<file path="src/rtl/sram_ctrl_pkg.sv">
package sram_ctrl_pkg;

  typedef enum logic [2:0] {
    PH_IDLE,
    PH_SETUP,
    PH_STROBE,
    PH_HOLD,
    PH_RDWAIT,
    PH_TURN
  } phase_e;

  // chip selected in this phase
  function automatic logic ph_selected(phase_e p);
    return (p == PH_SETUP) || (p == PH_STROBE) || (p == PH_HOLD) || (p == PH_RDWAIT);
  endfunction

  // pad drivers allowed in this phase
  function automatic logic ph_drive(phase_e p);
    return (p == PH_STROBE) || (p == PH_HOLD);
  endfunction

endpackage

</file>
<file path="src/rtl/sram_ctrl_req.sv">
module sram_ctrl_req #(
  parameter int unsigned ADDR_W = 16,
  parameter int unsigned DATA_W = 16,
  parameter int unsigned LANES  = 2
) (
  input  logic              clk_i,
  input  logic              rst_ni,
  input  logic              accept_i,
  input  logic [ADDR_W-1:0] addr_i,
  input  logic [DATA_W-1:0] wdata_i,
  input  logic [LANES-1:0]  mask_i,
  output logic [ADDR_W-1:0] addr_o,
  output logic [DATA_W-1:0] wdata_o,
  output logic [LANES-1:0]  mask_o,
  output logic [LANES-1:0]  mask_nxt_o
);

  logic [ADDR_W-1:0] addr_q;
  logic [DATA_W-1:0] wdata_q;
  logic [LANES-1:0]  mask_q;

  always_ff @(posedge clk_i or negedge rst_ni) begin
    if (!rst_ni) begin
      addr_q  <= '0;
      wdata_q <= '0;
      mask_q  <= '0;
    end else if (accept_i) begin
      addr_q  <= addr_i;
      wdata_q <= wdata_i;
      mask_q  <= mask_i;
    end
  end

  assign addr_o     = addr_q;
  assign wdata_o    = wdata_q;
  assign mask_o     = mask_q;
  assign mask_nxt_o = accept_i ? mask_i : mask_q;

endmodule

</file>
<file path="src/rtl/sram_ctrl_seq.sv">
module sram_ctrl_seq
  import sram_ctrl_pkg::*;
#(
  parameter int unsigned SETUP_CYC  = 1,
  parameter int unsigned STROBE_CYC = 1,
  parameter int unsigned RD_CYC     = 2,
  parameter int unsigned TURN_CYC   = 1
) (
  input  logic   clk_i,
  input  logic   rst_ni,
  input  logic   accept_i,
  input  logic   write_i,
  input  logic   mask_nz_i,
  output phase_e phase_d_o,
  output logic   capture_o,
  output logic   idle_o
);

  localparam int unsigned MAX_WR = (SETUP_CYC > STROBE_CYC) ? SETUP_CYC : STROBE_CYC;
  localparam int unsigned MAX_RD = (RD_CYC > TURN_CYC) ? RD_CYC : TURN_CYC;
  localparam int unsigned MAX_C  = (MAX_WR > MAX_RD) ? MAX_WR : MAX_RD;
  localparam int unsigned CNT_W  = (MAX_C > 1) ? $clog2(MAX_C) : 1;

  phase_e           ph_q, ph_d;
  logic [CNT_W-1:0] cnt_q, cnt_d;
  logic             last;

  assign last = (cnt_q == '0);

  always_comb begin
    ph_d  = ph_q;
    cnt_d = last ? '0 : cnt_q - CNT_W'(1);
    unique case (ph_q)
      PH_IDLE: begin
        cnt_d = '0;
        if (accept_i && mask_nz_i) begin
          if (write_i) begin
            ph_d  = PH_SETUP;
            cnt_d = CNT_W'(SETUP_CYC - 1);
          end else begin
            ph_d  = PH_RDWAIT;
            cnt_d = CNT_W'(RD_CYC - 1);
          end
        end
      end
      PH_SETUP: if (last) begin
        ph_d  = PH_STROBE;
        cnt_d = CNT_W'(STROBE_CYC - 1);
      end
      PH_STROBE: if (last) begin
        ph_d  = PH_HOLD;
        cnt_d = '0;
      end
      PH_HOLD: begin
        ph_d  = PH_IDLE;
        cnt_d = '0;
      end
      PH_RDWAIT: if (last) begin
        ph_d  = PH_TURN;
        cnt_d = CNT_W'(TURN_CYC - 1);
      end
      PH_TURN: if (last) ph_d = PH_IDLE;
      default: begin
        ph_d  = PH_IDLE;
        cnt_d = '0;
      end
    endcase
  end

  always_ff @(posedge clk_i or negedge rst_ni) begin
    if (!rst_ni) begin
      ph_q  <= PH_IDLE;
      cnt_q <= '0;
    end else begin
      ph_q  <= ph_d;
      cnt_q <= cnt_d;
    end
  end

  assign phase_d_o = ph_d;
  assign capture_o = (ph_q == PH_RDWAIT) && last;
  assign idle_o    = (ph_q == PH_IDLE);

endmodule

</file>
<file path="src/rtl/sram_ctrl_lane.sv">
module sram_ctrl_lane
  import sram_ctrl_pkg::*;
#(
  parameter int unsigned LANE_W = 8
) (
  input  logic              clk_i,
  input  logic              rst_ni,
  input  phase_e            phase_d_i,
  input  logic              lane_en_i,
  input  logic              cap_i,
  input  logic              cap_keep_i,
  input  logic [LANE_W-1:0] dq_i,
  output logic              be_no,
  output logic              dq_oe_o,
  output logic [LANE_W-1:0] rdata_o
);

  logic              be_n_q;
  logic              oe_q;
  logic [LANE_W-1:0] rd_q;

  always_ff @(posedge clk_i or negedge rst_ni) begin
    if (!rst_ni) begin
      be_n_q <= 1'b1;
      oe_q   <= 1'b0;
      rd_q   <= '0;
    end else begin
      be_n_q <= !(ph_selected(phase_d_i) && lane_en_i);
      oe_q   <= ph_drive(phase_d_i) && lane_en_i;
      if (cap_i) rd_q <= cap_keep_i ? dq_i : '0;
    end
  end

  assign be_no   = be_n_q;
  assign dq_oe_o = oe_q;
  assign rdata_o = rd_q;

endmodule

</file>
<file path="src/rtl/sram_ctrl.sv">
module sram_ctrl
  import sram_ctrl_pkg::*;
#(
  parameter int unsigned ADDR_W     = 16,
  parameter int unsigned DATA_W     = 16,
  parameter int unsigned SETUP_CYC  = 1,
  parameter int unsigned STROBE_CYC = 1,
  parameter int unsigned RD_CYC     = 2,
  parameter int unsigned TURN_CYC   = 1
) (
  input  logic                clk_i,
  input  logic                rst_ni,
  input  logic                req_valid_i,
  output logic                req_ready_o,
  input  logic                req_write_i,
  input  logic [ADDR_W-1:0]   req_addr_i,
  input  logic [DATA_W-1:0]   req_wdata_i,
  input  logic [DATA_W/8-1:0] req_mask_i,
  output logic                rsp_valid_o,
  output logic [DATA_W-1:0]   rsp_rdata_o,
  output logic [ADDR_W-1:0]   sram_addr_o,
  output logic                sram_ce_no,
  output logic                sram_we_no,
  output logic                sram_oe_no,
  output logic [DATA_W/8-1:0] sram_be_no,
  output logic [DATA_W-1:0]   sram_dq_o,
  input  logic [DATA_W-1:0]   sram_dq_i,
  output logic [DATA_W/8-1:0] sram_dq_oe_o
);

  localparam int unsigned LANES  = DATA_W / 8;
  localparam int unsigned LANE_W = 8;

  logic             idle, accept, zero_rd, capture;
  phase_e           phase_d;
  logic [LANES-1:0] mask_q, mask_nxt;
  logic             ce_n_q, we_n_q, oe_n_q, rsp_q;

  assign accept  = req_valid_i && idle;
  assign zero_rd = accept && !req_write_i && (req_mask_i == '0);

  sram_ctrl_req #(
    .ADDR_W (ADDR_W),
    .DATA_W (DATA_W),
    .LANES  (LANES)
  ) u_req (
    .clk_i      (clk_i),
    .rst_ni     (rst_ni),
    .accept_i   (accept),
    .addr_i     (req_addr_i),
    .wdata_i    (req_wdata_i),
    .mask_i     (req_mask_i),
    .addr_o     (sram_addr_o),
    .wdata_o    (sram_dq_o),
    .mask_o     (mask_q),
    .mask_nxt_o (mask_nxt)
  );

  sram_ctrl_seq #(
    .SETUP_CYC  (SETUP_CYC),
    .STROBE_CYC (STROBE_CYC),
    .RD_CYC     (RD_CYC),
    .TURN_CYC   (TURN_CYC)
  ) u_seq (
    .clk_i     (clk_i),
    .rst_ni    (rst_ni),
    .accept_i  (accept),
    .write_i   (req_write_i),
    .mask_nz_i (|req_mask_i),
    .phase_d_o (phase_d),
    .capture_o (capture),
    .idle_o    (idle)
  );

  // strobes registered from the next phase so pins never glitch
  always_ff @(posedge clk_i or negedge rst_ni) begin
    if (!rst_ni) begin
      ce_n_q <= 1'b1;
      we_n_q <= 1'b1;
      oe_n_q <= 1'b1;
      rsp_q  <= 1'b0;
    end else begin
      ce_n_q <= !ph_selected(phase_d);
      we_n_q <= (phase_d != PH_STROBE);
      oe_n_q <= (phase_d != PH_RDWAIT);
      rsp_q  <= capture || zero_rd;
    end
  end

  for (genvar i = 0; i < LANES; i++) begin : g_lane
    sram_ctrl_lane #(
      .LANE_W (LANE_W)
    ) u_lane (
      .clk_i      (clk_i),
      .rst_ni     (rst_ni),
      .phase_d_i  (phase_d),
      .lane_en_i  (mask_nxt[i]),
      .cap_i      (capture || zero_rd),
      .cap_keep_i (capture && mask_q[i]),
      .dq_i       (sram_dq_i[i*LANE_W +: LANE_W]),
      .be_no      (sram_be_no[i]),
      .dq_oe_o    (sram_dq_oe_o[i]),
      .rdata_o    (rsp_rdata_o[i*LANE_W +: LANE_W])
    );
  end

  assign req_ready_o = idle;
  assign rsp_valid_o = rsp_q;
  assign sram_ce_no  = ce_n_q;
  assign sram_we_no  = we_n_q;
  assign sram_oe_no  = oe_n_q;

endmodule

</file>
<file path="config.mk">
export PLATFORM = sky130hd
export DESIGN_NAME = sram_ctrl
export DESIGN_NICKNAME = d
export VERILOG_FILES = /design/src/rtl/sram_ctrl_pkg.sv /design/src/rtl/sram_ctrl_req.sv /design/src/rtl/sram_ctrl_seq.sv /design/src/rtl/sram_ctrl_lane.sv /design/src/rtl/sram_ctrl.sv
export SDC_FILE = /design/constraint.sdc
export NUM_CORES = 1
export LEC_CHECK = 0
export ABC_AREA = 1
export CORE_MARGIN = 10
export CORE_UTILIZATION = 42
export CTS_BUF_LIST = sky130_fd_sc_hd__clkbuf_8 sky130_fd_sc_hd__clkbuf_16
export CTS_CLUSTER_SIZE = 25
export DETAILED_ROUTE_END_ITERATION = 8
export PLACE_DENSITY = 0.8
export SLEW_MARGIN = 40
export SYNTH_ARGS = -nofsm -noshare
export SYNTH_HDL_FRONTEND = slang
export SYNTH_SLANG_ARGS = --single-unit
</file>
<file path="constraint.sdc">
create_clock -name clk_i -period 1.5 [get_ports clk_i]
set_input_delay 0.15 -clock clk_i [delete_from_list [all_inputs] [get_ports clk_i]]
set_output_delay 0.15 -clock clk_i [all_outputs]
set_load 0.1 [all_outputs]
</file>
# Word level (Yosys, flattened, before mapping)

Cells that the tools add are included.

Bitwise logic cells: 1
Add/sub/neg operators: 1
Equal/unequal tests: 10
Mux-type cells: 15
Reductions and logical operators: 24

Operator list:

| cell                                                            | number |
|---|---|
| 3-bit two-way mux                                               | 6 |
| 8-bit two-way mux                                               | 2 |
| 3-bit case mux with 5 select lines                              | 1 |
| 1-bit logical AND                                               | 11 |
| 3-bit by 2-bit == test with 1-bit output, second input constant | 3 |
| 3-bit == test, second input constant                            | 3 |
| 3-bit by 1-bit == test with 1-bit output, second input constant | 2 |
| 1-bit logical OR                                                | 5 |
| 1-bit logical NOT                                               | 4 |
| 1-bit two-way mux                                               | 4 |
| 3-bit logical NOT                                               | 1 |
| 3-bit by 2-bit != test with 1-bit output, second input constant | 1 |
| 3-bit != test, second input constant                            | 1 |
| 1-bit case mux with 3 select lines                              | 1 |
| 3-bit OR reduction                                              | 1 |
| 2-bit logical NOT                                               | 1 |
| 2-bit two-way mux                                               | 1 |
| 2-bit OR reduction                                              | 1 |
| 1-bit NOT                                                       | 1 |
| 1-bit subtractor, second input constant                         | 1 |

Bits in registers: 62
Output and inout bits: 57

# Depth between registers and ports, before layout

Gate-level depths: netlist of the first run.

Word-level depth: 11
Mapped depth: 10
Gate-level depth less buffers: 9

# Modules after synthesis

A second synthesis of the first run with hierarchy kept.

Cell total of the unflattened synthesis: 285
Area, all modules: 2573.7 µm²

Modules (own cells, without submodules):

| module         | area each (µm²) | seq. area each (µm²) | cells each | instances |
|---|---|---|---|---|
| sram_ctrl_req  | 1345.0          | 850.8                | 144        | 1 |
| sram_ctrl_lane | 406.6           | 251.5                | 43         | 2 |
| sram_ctrl_seq  | 229.0           | 100.1                | 32         | 1 |
| sram_ctrl      | 186.4           | 103.8                | 23         | 1 |

# Worst setup path before layout of the first run

No wires, ideal clock.

Path type: register -> output
Start point: reg u_seq.ph_q[2]
End point: out req_ready_o
Cell stages (with the launch flop): 4
Setup slack: 160 ps
Required time: 1350 ps
Arrival: 1190 ps
Cells stage by stage: dfrtp_1 > nor2_4 > nand2_1 > inv_1

Cells in the longest elaborated chain, start to end: 1

RTL lines:

| item                     | line                | text |
|---|---|---|
| start: declaration       | sram_ctrl_seq.sv:24 | `phase_e ph_q, ph_d;` |
| start signal: assignment | sram_ctrl_seq.sv:75 | `ph_q <= ph_d;` |
| 3-bit logical NOT        | sram_ctrl_seq.sv:82 | `assign idle_o = (ph_q == PH_IDLE);` |
| end: declaration         | sram_ctrl.sv:14     | `output logic req_ready_o,` |

Every way passes these cells.

# Worst setup path after layout of the first run

Start point: reg u_seq.ph_q[0]
End point: out req_ready_o

Same word-level chain as after synthesis.

==> flow_metrics.tcl, run 1 <==
set metrics [dict create \
    drive_above_1_share_pct 25.94 \
    ys_warn_count 0 \
    grt_setup_unrepaired "false" \
    hold_slack_ns 0.3304 \
    worst_setup_path_end_kind "primary output" \
    remaining_drc_errors 0 \
    areaGrowthSynthToFinish_pct 78.88 \
    finClkSkew_ns 0.006539 \
    cts_tree "yes" \
    pin_count 111 \
    fillCellCount 348 \
    die_h_um 97.34 \
    final_hold_viol_count 0 \
    worst_slew_pin_slew_ns 0.5313 \
    htree_num_levels 3 \
    synth_top_area_share_pct 56.77 \
    final_max_slew_viol_count 0 \
    synthCells 276 \
    first_pass_iters 4 \
    cts_buffers 9 \
    core_area_um2 5851 \
    antenna_cells 0 \
    grt_pass1_wl_mm 12.23 \
    max_freq_mhz 704.6 \
    status "finished, final reports clean" \
    start_util_pct 42.94 \
    ys_ff_latch 62 \
    setup_viol 0 \
    rows 28 \
    clkSinkCount 62 \
    drtIter0Drc 61 \
    grt_usage_pct 15.96 \
    grt_antenna_before_repair 0 \
    critPathMaxFanout 5 \
    syn_avg_cell_area_um2 9.103 \
    grt_pass1_vias 2390 \
    ant_nets 0 \
    multiInputGateArea_um2 775.7 \
    drv_cap 0 \
    dp_hpwl_mm 5.886 \
    place_congestion 0.8902 \
    hold_path.class "in2async" \
    slew-limit-headroom_pct 64.58 \
    grt_max_degree 23 \
    synth.net_count 330 \
    dieWidth_um 97.34 \
    cts_buffer_depth 2 \
    yosysUniqueCellTypes 25 \
    wl_per_cell_um 15.82 \
    finalCriticalPeriod_ns 1.419 \
    cts-root-buf "clkbuf_8" \
    ff_latch_area_um2 1559 \
    crit_type "reg2out" \
    nets 446 \
    finalCritPeriodShare_pct 94.61 \
    seq_area_frac_synth_pct 62.00 \
    syn-cell-area_um2 2512 \
    routed_wl_mm 7.465 \
    grt.overflow.total 0 \
    vias 2222 \
    critPathLaunchType "register" \
    synthTopCellsByArea "dfrtp_1 (57%), nand2_1 (17%), dfstp_2 (5.2%)" \
    io_buffers 110 \
    setup_tns_ns 0 \
    path_clk_slew_ns 0.06 \
    synth_top_cell_by_area "dfrtp_1" \
    cp.required_ns 1.35 \
    clk-insertion-delay-late_ns 0.34 \
    crit_arrival_ns 1.27 \
    viasPerCell 4.708 \
    dieArea_um2 9475 \
]
[layout make-up]
cell class	instances	share of cell area, %
Clock inverter	6	0.5568
Clock buffer	10	3.062
Sequential cell	62	34.69
Tap cell	75	2.088
Timing Repair Buffer	120	39.92
Multi-Input combinational cell	170	17.26
Inverter	29	2.422
[kinds of logic after synthesis]
family	count (synthesis)	synth area share, %
DFF	62	62.00
buffers and inverters	44	7.719
and+or+nand+nor	149	25.70
AOI/OAI and AO/OA	21	4.582
[routing by layer]
metal  up-vias  part of all wire [%]  GRT usage (%)
met3        17                    10          7.824
met4         0                   2.4          7.383
met2        95                    49          25.67
met1      1040                    39          17.29
met5         -                     0              0
li1       1070                     -              -
[through the flow]
stage                     cells  utilization (%)  instance area (um^2)  setup slack, ns
after floorplan             276                -                  2512           0.1595
after global routing        472            76.82                  4494         0.006092
after global placement      455            73.59                  4305           0.1012
after CTS                   472            76.54                  4478          0.05861
final                       472            76.82                  4494          0.08084
after detailed placement    455            73.59                  4305          0.02304
[synthesized netlist by cell type, drive strengths merged]
master and number:
inv 29, nor3 1, dfstp 5, nand3 21
o21ai 17, a21oi 3, buf 10, o211ai 1
dfrtp 57, nor2 9, clkbuf 5, nand3b 1
nand2 117
[path summary, 6_finish.rpt]
| kind | from | slack, ns | cells after the start | endpoint |
|---|---|---|---|---|
| worst max-delay path | u_seq.ph_q[0] | 0.08 | 4 | req_ready_o |
| worst min-delay path | rst_ni | 0.33 | 2 | g_lane[0].u_lane.dq_oe_o |
| worst max register to register | u_seq.ph_q[0] | 0.13 | 5 | g_lane[0].u_lane.rdata_o[1] |
| worst min register to register | u_req.addr_o[7] | 0.54 | 2 | u_req.addr_o[7] |
| max in group asynchronous | rst_ni | 0.59 | 3 | g_lane[1].u_lane.be_no |
| min in group clk_i | req_addr_i[3] | 0.34 | 3 | u_req.addr_o[3] |
[flip-flops by register name (all words and copies together), names as in the netlist]
name	flops
g_lane.u_lane.be_no	2
u_seq.cnt_q	1
sram_we_no	1
g_lane.u_lane.rdata_o	16
sram_ce_no	1
u_req.mask_o	2
u_req.wdata_o	16
g_lane.u_lane.dq_oe_o	2
u_seq.ph_q	3
u_req.addr_o	16
sram_oe_no	1
rsp_valid_o	1
[placed cells by master (no fill, tap or decap), drive strengths merged]
| master | synthesis | final |
|---|---|---|
| clkinv | 0 | 2 |
| nor3 | 1 | 1 |
| inv | 29 | 33 |
| dfstp | 5 | 5 |
| a21oi | 3 | 3 |
| dfrtp | 57 | 57 |
| dlygate4sd3 | 0 | 1 |
| clkbuf | 5 | 10 |
| clkdlybuf4s50 | 0 | 52 |
| nor2 | 9 | 9 |
| nand2 | 117 | 117 |
| nand3 | 21 | 21 |
| nand3b | 1 | 1 |
| buf | 10 | 67 |
| o211ai | 1 | 1 |
| o21ai | 17 | 17 |
[critical path, stage by stage (launching register included)]
cell and delay (ns):
dfrtp_2 0.45, nor2_4 0.18, nand2_1 0.08, inv_2 0.07, buf_12 0.16
[what timing repair did]
action                                 in CTS  in global routing
setup endpoints to repair                   0                 19
hold buffers                                1                  0
gates resized for setup                     0                  5
endpoints found under the hold margin      17                  0
setup buffers                               0                  0
Power of run 1 is not shown: default switching activity piles up to over one toggle a cycle in this logic, so the estimate is an artifact.
==> run 2: changes to the inputs <==
--- a/constraint.sdc
+++ b/constraint.sdc
@@ -3,2 +3,2 @@
 set_output_delay 0.15 -clock clk_i [all_outputs]
-set_load 0.1 [all_outputs]
+set_load 0.01 [all_outputs]
==> flow_metrics.tcl, run 2 (synthesized netlist as in run 1, its figures left out) <==
set metrics [dict create \
    wl_per_cell_um 14.76 \
    hold_path.class "in2async" \
    worst_slew_pin_slew_ns 0.5290 \
    setup_viol 0 \
    path_buf_inv 1 \
    first_pass_iters 4 \
    grt_antenna_before_repair 0 \
    cpPeakStageDelay_ns 0.57 \
    crit_arrival_ns 1.27 \
    drive_above_1_share_pct 12.31 \
    nets 447 \
    vias 2177 \
    final_max_slew_viol_count 0 \
    ant_nets 0 \
    crit_type "reg2out" \
    drtIter0Drc 55 \
    clkSinkCount 62 \
    fillCellCount 477 \
    setup_tns_ns 0 \
    max_freq_mhz 704.8 \
    ir_drop_mv 1.029 \
    rows 28 \
    p_leak_uw 0.001882 \
    die_h_um 97.34 \
    grt_max_degree 24 \
    remaining_drc_errors 0 \
    path_clk_slew_ns 0.08 \
    status "finished, final reports clean" \
    worstPathCellList "clkdlybuf4s50_1" \
    hold_slack_ns 0.3286 \
    areaGrowthSynthToFinish_pct 57.22 \
    drv_cap 0 \
    dp_hpwl_mm 5.363 \
    finalCriticalPeriod_ns 1.419 \
    finalCritPeriodShare_pct 94.59 \
    grt_usage_pct 15.04 \
    p_per_area_nw_per_um2 2030 \
    final_hold_viol_count 0 \
    cts_buffers 9 \
    slew-limit-headroom_pct 64.73 \
    grt.overflow.total 0 \
    cts_buffer_depth 2 \
    place_congestion 0.8294 \
    viasPerCell 4.603 \
    cp_top_family "buffers and inverters" \
    cp.required_ns 1.35 \
    cts_tree "yes" \
    antenna_cells 0 \
    finClkSkew_ns 0.008341 \
    io_buffers 110 \
    dieArea_um2 9475 \
    cpMaxStageDelayCell "clkdlybuf4s50_1" \
    dieWidth_um 97.34 \
    routed_wl_mm 6.983 \
    place_area_um2 3727 \
    dp_cells 454 \
    fin_util_pct 67.52 \
    stdcell_count 473 \
    worst_setup_path_end_kind "primary output" \
    final_common_cell "nand2_1" \
    grt_setup_unrepaired "false" \
    grt_pass1_vias 2341 \
    layout_common_cells "nand2_1 (114), clkdlybuf4s50_1 (103), dfrtp_1 (56)" \
    cts-root-buf "clkbuf_8" \
    pin_count 111 \
    grt_pass1_wl_mm 11.74 \
    critPathLaunchType "register" \
    critPathMaxFanout 2 \
    final_cell_area_um2 3950 \
    htree_num_levels 3 \
    core_area_um2 5851 \
    start_util_pct 42.94 \
    clk-insertion-delay-late_ns 0.33 \
]
run 2: power breakdown:
group	total, uW	internal [uW]	switching (uW)	leakage, uW
Combinational	3670	1870	1800	0.00100
Clock	1440	771	672	0.0000996
Sequential	2900	2450	448	0.000782
run 2: worst paths after layout:
kind | from | endpoint | slack, ns | cells past startpoint
worst max register to register | u_seq.ph_q[2] | g_lane[0].u_lane.be_no | 0.10 | 9
min in group clk_i | req_addr_i[14] | u_req.addr_o[14] | 0.33 | 3
worst max-delay path | u_req.wdata_o[1] | sram_dq_o[1] | 0.08 | 1
max in group asynchronous | rst_ni | sram_ce_no | 0.60 | 3
worst min register to register | u_req.wdata_o[15] | u_req.wdata_o[15] | 0.48 | 2
worst min-delay path | rst_ni | u_seq.ph_q[1] | 0.33 | 2
run 2: timing repair:
action | in CTS | in global routing
hold endpoints to repair | 16 | 0
hold buffers | 1 | 0
gates resized for setup | 7 | 2
buffers inserted | 1 | 1
endpoints found under the setup margin | 6 | 4
run 2: through the flow:
step                total power (uW)  worst slack [ns]
floorplan                       4586            0.2331
global placement                6513           0.05124
detailed placement              6638           0.02227
CTS                             8096           0.05161
global route                    8613          0.005801
finish                          8018           0.08120
run 2: per-layer routing:
| layer | up-vias | routed length, um | global-route usage [%] |
|---|---|---|---|
| met5 | - | 0 | 0 |
| met1 | 1000 | 2978 | 17.86 |
| met4 | 0 | 53 | 5.369 |
| met3 | 8 | 658 | 6.615 |
| met2 | 92 | 3293 | 23.61 |
| li1 | 1077 | - | - |
run 2: area by class of cell:
type / count / area, um^2 / share of cell area [%]
well taps: 75 / 93.84 / 2.376
repair buffers: 121 / 1225 / 31.01
clock buffers: 9 / 123.9 / 3.136
flip-flops and latches: 62 / 1559 / 39.47
multi-input cells: 170 / 765.7 / 19.39
clock inverters: 7 / 73.82 / 1.869
inverters: 29 / 108.9 / 2.756
Power figures use the tool's default switching activity.
